`src/rtl/spi_cs_pkg.sv`:
```
package spi_cs_pkg;
  typedef enum logic [2:0] {
    ENG_IDLE,
    ENG_LEAD,
    ENG_HI,
    ENG_LO,
    ENG_TRAIL
  } eng_state_t;
endpackage

```
`src/rtl/spi_cs_shift.sv`:
```
module spi_cs_shift
  import spi_cs_pkg::*;
#(
  parameter int DATA_W   = 8,
  parameter int HALF_DIV = 2
) (
  input  logic              clk,
  input  logic              rst_n,
  input  logic              start,
  input  logic [DATA_W-1:0] tx_byte,
  input  logic              miso,
  output logic              busy,
  output logic              done,
  output logic              sclk,
  output logic              mosi,
  output logic [DATA_W-1:0] rx_byte
);
  localparam int CNT_W = $clog2(HALF_DIV + 1);
  localparam int BIT_W = $clog2(DATA_W + 1);
  localparam logic [CNT_W-1:0] DIV_LAST = CNT_W'(HALF_DIV - 1);
  localparam logic [BIT_W-1:0] BIT_LAST = BIT_W'(DATA_W - 1);

  eng_state_t        state;
  logic [CNT_W-1:0]  div_cnt;
  logic [BIT_W-1:0]  bit_cnt;
  logic [DATA_W-1:0] tx_sh;
  logic [DATA_W-1:0] rx_sh;

  assign busy = (state != ENG_IDLE);
  assign done = (state == ENG_TRAIL);
  assign sclk = (state == ENG_HI);
  assign mosi = tx_sh[DATA_W-1];

  always_ff @(posedge clk or negedge rst_n) begin
    if (!rst_n) begin
      state   <= ENG_IDLE;
      div_cnt <= '0;
      bit_cnt <= '0;
      tx_sh   <= '0;
      rx_sh   <= '0;
      rx_byte <= '0;
    end else begin
      case (state)
        ENG_IDLE: begin
          if (start) begin
            tx_sh <= tx_byte;
            state <= ENG_LEAD;
          end
        end
        ENG_LEAD: begin
          div_cnt <= '0;
          bit_cnt <= '0;
          state   <= ENG_HI;
        end
        ENG_HI: begin
          if (div_cnt == DIV_LAST) begin
            div_cnt <= '0;
            rx_sh   <= {rx_sh[DATA_W-2:0], miso};
            if (bit_cnt == BIT_LAST) begin
              state <= ENG_TRAIL;
            end else begin
              tx_sh   <= {tx_sh[DATA_W-2:0], 1'b0};
              bit_cnt <= bit_cnt + 1'b1;
              state   <= ENG_LO;
            end
          end else begin
            div_cnt <= div_cnt + 1'b1;
          end
        end
        ENG_LO: begin
          if (div_cnt == DIV_LAST) begin
            div_cnt <= '0;
            state   <= ENG_HI;
          end else begin
            div_cnt <= div_cnt + 1'b1;
          end
        end
        ENG_TRAIL: begin
          rx_byte <= rx_sh;
          state   <= ENG_IDLE;
        end
        default: state <= ENG_IDLE;
      endcase
    end
  end
endmodule

```
`src/rtl/spi_cs_flags.sv`:
```
module spi_cs_flags (
  input  logic clk,
  input  logic rst_n,
  input  logic done_evt,
  input  logic coll_evt,
  input  logic stat_rd,
  input  logic data_acc,
  input  logic other_wr,
  output logic tc_flag,
  output logic wcol_flag
);
  logic armed;
  logic clr;

  assign clr = armed && data_acc;

  always_ff @(posedge clk or negedge rst_n) begin
    if (!rst_n) begin
      armed     <= 1'b0;
      tc_flag   <= 1'b0;
      wcol_flag <= 1'b0;
    end else begin
      if (other_wr || data_acc)
        armed <= 1'b0;
      else if (stat_rd && (tc_flag || wcol_flag))
        armed <= 1'b1;

      if (done_evt)      tc_flag <= 1'b1;
      else if (clr)      tc_flag <= 1'b0;

      if (coll_evt)      wcol_flag <= 1'b1;
      else if (clr)      wcol_flag <= 1'b0;
    end
  end
endmodule

```
`src/rtl/spi_cs_selgen.sv`:
```
module spi_cs_selgen #(
  parameter int NSEL = 4
) (
  input  logic            auto_en,
  input  logic            active,
  input  logic [NSEL-1:0] pattern,
  output logic [NSEL-1:0] sel_n
);
  logic force_hi;
  assign force_hi = auto_en && !active;

  for (genvar i = 0; i < NSEL; i++) begin : g_sel
    assign sel_n[i] = force_hi | pattern[i];
  end
endmodule

```
`src/rtl/spi_cs_ctrl.sv`:
```
module spi_cs_ctrl #(
  parameter int              ADDR_W    = 8,
  parameter int              REG_W     = 8,
  parameter int              NSEL      = 4,
  parameter int              HALF_DIV  = 2,
  parameter logic [ADDR_W-1:0] ADDR_STAT = 8'hED,
  parameter logic [ADDR_W-1:0] ADDR_DATA = 8'hEE,
  parameter logic [ADDR_W-1:0] ADDR_SEL  = 8'hEF
) (
  input  logic              clk,
  input  logic              rst_n,
  input  logic [ADDR_W-1:0] bus_addr,
  input  logic              bus_wr,
  input  logic              bus_rd,
  input  logic [REG_W-1:0]  bus_wdata,
  output logic [REG_W-1:0]  bus_rdata,
  output logic              sclk,
  output logic              mosi,
  input  logic              miso,
  output logic [NSEL-1:0]   sel_n
);
  localparam int PAD_W = REG_W - NSEL;
  localparam int GAP_W = REG_W - 3;

  logic            auto_en;
  logic [NSEL-1:0] sel_pat;
  logic            eng_busy;
  logic            eng_done;
  logic [REG_W-1:0] rx_byte;
  logic            tc_flag;
  logic            wcol_flag;

  logic hit_stat, hit_data, hit_sel;
  logic data_wr, data_acc, stat_rd, other_wr, start, collide;

  assign hit_stat = (bus_addr == ADDR_STAT);
  assign hit_data = (bus_addr == ADDR_DATA);
  assign hit_sel  = (bus_addr == ADDR_SEL);
  assign data_wr  = bus_wr && hit_data;
  assign data_acc = (bus_wr || bus_rd) && hit_data;
  assign stat_rd  = bus_rd && hit_stat;
  assign other_wr = bus_wr && !hit_data;
  assign start    = data_wr && !eng_busy;
  assign collide  = data_wr && eng_busy;

  always_ff @(posedge clk or negedge rst_n) begin
    if (!rst_n) begin
      auto_en <= 1'b0;
      sel_pat <= '1;
    end else begin
      if (bus_wr && hit_stat) auto_en <= bus_wdata[0];
      if (bus_wr && hit_sel)  sel_pat <= bus_wdata[NSEL-1:0];
    end
  end

  always_comb begin
    bus_rdata = '0;
    if (bus_rd) begin
      if (hit_stat)      bus_rdata = {tc_flag, wcol_flag, {GAP_W{1'b0}}, auto_en};
      else if (hit_sel)  bus_rdata = {{PAD_W{1'b1}}, sel_pat};
      else if (hit_data) bus_rdata = rx_byte;
    end
  end

  spi_cs_shift #(.DATA_W(REG_W), .HALF_DIV(HALF_DIV)) u_shift (
    .clk     (clk),
    .rst_n   (rst_n),
    .start   (start),
    .tx_byte (bus_wdata),
    .miso    (miso),
    .busy    (eng_busy),
    .done    (eng_done),
    .sclk    (sclk),
    .mosi    (mosi),
    .rx_byte (rx_byte)
  );

  spi_cs_flags u_flags (
    .clk       (clk),
    .rst_n     (rst_n),
    .done_evt  (eng_done),
    .coll_evt  (collide),
    .stat_rd   (stat_rd),
    .data_acc  (data_acc),
    .other_wr  (other_wr),
    .tc_flag   (tc_flag),
    .wcol_flag (wcol_flag)
  );

  spi_cs_selgen #(.NSEL(NSEL)) u_selgen (
    .auto_en (auto_en),
    .active  (eng_busy),
    .pattern (sel_pat),
    .sel_n   (sel_n)
  );
endmodule

```
`config.mk`:
```
export PLATFORM = sky130hd
export DESIGN_NAME = spi_cs_ctrl
export DESIGN_NICKNAME = d
export VERILOG_FILES = /design/src/rtl/spi_cs_pkg.sv /design/src/rtl/spi_cs_shift.sv /design/src/rtl/spi_cs_flags.sv /design/src/rtl/spi_cs_selgen.sv /design/src/rtl/spi_cs_ctrl.sv
export SDC_FILE = /design/constraint.sdc
export NUM_CORES = 1
export LEC_CHECK = 0
export BUFFER_PORTS_ARGS = -buffer_cell sky130_fd_sc_hd__buf_2
export CAP_MARGIN = 20
export CORE_MARGIN = 1.5
export CORE_UTILIZATION = 35
export DETAILED_ROUTE_END_ITERATION = 16
export HOLD_SLACK_MARGIN = 0.05
export MAX_ROUTING_LAYER = met4
export PLACE_DENSITY = 0.63
export SYNTH_ARGS = -nofsm -noshare
export SYNTH_HDL_FRONTEND = slang
export SYNTH_HIERARCHICAL = 1
export SYNTH_SLANG_ARGS = --single-unit
```
`constraint.sdc`:
```
create_clock -name clk -period 3.24 [get_ports clk]
set_clock_uncertainty 0.2 [all_clocks]
set_input_delay 0.486 -clock clk [delete_from_list [all_inputs] [get_ports clk]]
set_output_delay 0.486 -clock clk [all_outputs]
set_load 0.05 [all_outputs]
```
==> metrics.csv <==
stage,metric,value,unit
run_status,status,"finished, final reports clean",
global_routing,grt_use_total,14.22,%
power,vdd_ir_drop_max,0.0002848,V
clocking,postCtsSetupBuffers,0,
clocking,cts_htree_levels,2,
drt,routed_via_density,5.169,
drt,drtPass1Iterations,4,
sta,tns,0,ns
critical_path,end_kind,output port,
power,pwr-share-seq,50.5,%
yosys,yosysSeqAreaShare,48.58,%
sta,finalMaxSlewViolations,0,
critical_path,worstSetupStartpointType,flip-flop,
clocking,cts_sinks,41,
sta,setup_viol,0,
power,p_per_area,448.2,nW/um2
drt,dr_total_vias,1530,
yosys,yosysMostFrequentCell,dfrtp_1,
yosys,synth_top_cell_by_area,dfrtp_1,
clocking,path_clk_slew,0.08,ns
global_routing,grt_max_degree,42,
clocking,cts_buffers,5,
clocking,cts_root_buf,clkbuf_8,
cells_and_area,nNetsFinal,242,
yosys,syn_nets,209,
global_routing,grt_pass1_vias,1485,
yosys,synthCells,187,
placement,placed_cell_area,2332,um2
yosys,syn_avg_cell_area,11.35,um2
sta,tightest_slew,0.9105,ns
clocking,hold_buffers,0,
yosys,netlist_area,2122,um2
sta,hold_violations,0,
power,clkPwrFrac,38.0,%
global_routing,grt_pass1_wl,6.886,mm
yosys,ys.flop_type,dfrtp_1,
floorplan,die_x,80.87,um
floorplan,start_util,36.05,%
flow_run,max-cap-violations,0,
clocking,post_cts_resized,0,
drt,wl_per_cell,14.10,um
critical_path,crit_arrival,1.79,ns
clocking,clock_path_buffers,2,
cells_and_area,fin_area,2447,um2
critical_path,slowest_delay,0.54,ns
yosys,ys_ff_latch,41,
yosys,ys_warn_count,6,
placement,place_congestion,0.8237,
power,combPwrFrac,11.5,%
sta,timing.final.crit_share,76.44,%
critical_path,path_max_fanout,14,
drt,drc,0,
placement,port_buffers,34,
power,p_int,0.8152,mW
yosys,ys_top_cells_by_area,"dfrtp_1 44%, mux2_2 11%, mux2i_1 6.1%, dfstp_2 5.0%, a21oi_2 2.9%",
critical_path,worstPathCellList,"or3_1, nand2b_4, nand2b_1, buf_2",
sta,rsz0062_at_grt,false,
yosys,synth_top_area_share,43.63,%
power,p_sw,0.2816,mW
placement,hpwl,2.895,mm
power,leakage,1.102,nW
drt,first_iter_violations,65,
critical_path,slowest_stage,dfrtp_1,
drt,wirelength,4.173,mm
global_routing,antenna_found_initial,0,
hold_path,hold_class,input port to asynchronous set/reset pin,
floorplan,fp.dieArea,6539,um2
critical_path,required,2.55,ns
drt,ant_nets,0,
critical_path,r2r_start,u_shift/state[1],
global_routing,globalRouteOverflowTotal,0,
placement,placed_cells,288,
sta,fin_ws,0.7635,ns
floorplan,core_area,5886,um2
floorplan,pin_count,35,
cells_and_area,diodes,0,
cells_and_area,area_growth,15.33,%
sta,relSlewSlack,39.30,%
sta,fmax,403.8,MHz
cells_and_area,instances_no_fill,296,
yosys,synth_edf_count,0,
clocking,tritoncts,built,
yosys,synth_cell_types,45,
sta,finalCriticalPeriod,2.477,ns
critical_path,worstSetupStartpoint,u_shift/state[1],
placement,place_ws,0.6590,ns
yosys,postSynth.asyncResetShare,100.0,%
floorplan,fp-row-count,28,
floorplan,die_y,80.87,um
yosys,synthTopCellsByCount,"37 x dfrtp_1, 21 x mux2_2, 13 x mux2i_1",
power,switching_share,25.67,%
cells_and_area,drive_above_1_share,39.37,%
critical_path,path_class,flip-flop to output port,
cells_and_area,final_util,41.58,%
clocking,clock_latency,0.30,ns
==> flip-flops by register name, indices dropped and copies added (netlist names) <==
register and cells:
u_shift/rx_sh 8, u_shift/tx_sh 8, u_flags/tc_flag 1, u_shift/rx_byte 8
u_flags/armed 1, sel_pat 4, u_shift/state 3, u_flags/wcol_flag 1
u_shift/div_cnt 2, auto_en 1, u_shift/bit_cnt 4
==> metrics by stage <==
stage	hold WS [ns]	power (mW)
2_1_floorplan	-0.009591	0.6447
5_1_grt	0.1895	1.144
6_report	0.1198	1.097
3_3_place_gp	0.2685	0.6884
4_1_cts	0.1540	1.111
3_5_place_dp	0.2818	0.6901
==> layout by cell type (no fill, tap or decap), drive strengths merged, types with 4 or more instances in the layout <==
master  count
nand2      11
dfstp       4
buf        35
mux2       22
o21ai      10
mux2i      13
clkbuf      5
nand3       5
nor2       13
nand2b      7
a21oi      19
dfrtp      37
==> layer usage <==
| layer | global-route usage (%) | routed length [um] | up-vias |
|---|---|---|---|
| li1 | - | - | 738 |
| met1 | 17.14 | 1989 | 751 |
| met2 | 21.50 | 1901 | 33 |
| met3 | 3.933 | 171 | 8 |
| met4 | 7.759 | 110 | 0 |
| met5 | - | 0 | - |
==> power groups by stage <==
| stage | Clock (mW) | Combinational (mW) | Sequential, mW |
|---|---|---|---|
| after CTS | 0.430 | 0.127 | 0.554 |
| after global routing | 0.449 | 0.138 | 0.558 |
| final | 0.417 | 0.126 | 0.554 |
| after detailed placement | 0 | 0.126 | 0.564 |
| after global placement | 0 | 0.125 | 0.563 |
| after floorplan | 0 | 0.0865 | 0.558 |
==> critical path, delay by kind of cell (launching register included) <==
| family | cells | cell delay (ns) |
|---|---|---|
| buffers and inverters | 1 | 0.25 |
| AND/OR/NAND/NOR | 3 | 0.70 |
| flip-flops | 1 | 0.54 |
==> logic make-up (layout without fill, tap and decap cells) <==
family / Yosys count / in the layout / share of synthesized area [%]
adders and majority gates: 1 / 1 / 0.5895
AOI/OAI and AO/OA: 38 / 38 / 11.44
DFF: 41 / 41 / 48.58
muxes: 35 / 35 / 17.81
and+or+nand+nor: 60 / 60 / 18.16
buffers and inverters: 12 / 46 / 3.420
==> worst paths after layout <==
kind	to	slack, ns	cells past startpoint
max	sel_n[1]	0.76	4
min	u_shift/bit_cnt[2]	0.12	1
max reg2reg	u_shift/tx_sh[5]	0.86	6
min reg2reg	u_shift/tx_sh[0]	0.30	1
max in group asynchronous	u_flags/armed	2.16	1
min in group clk	u_shift/rx_sh[0]	0.23	2
==> cell type report <==
type                            instances  area [um2]
Fill cell                             583        3438
Timing Repair Buffer                   35       177.7
Multi-Input combinational cell        134        1018
Sequential cell                        41        1031
Clock buffer                            5       68.82
Tap cell                               75       93.84
Clock inverter                          3       46.29
Inverter                                3       11.26
No activity file was read; power rests on OpenSTA's default activity.
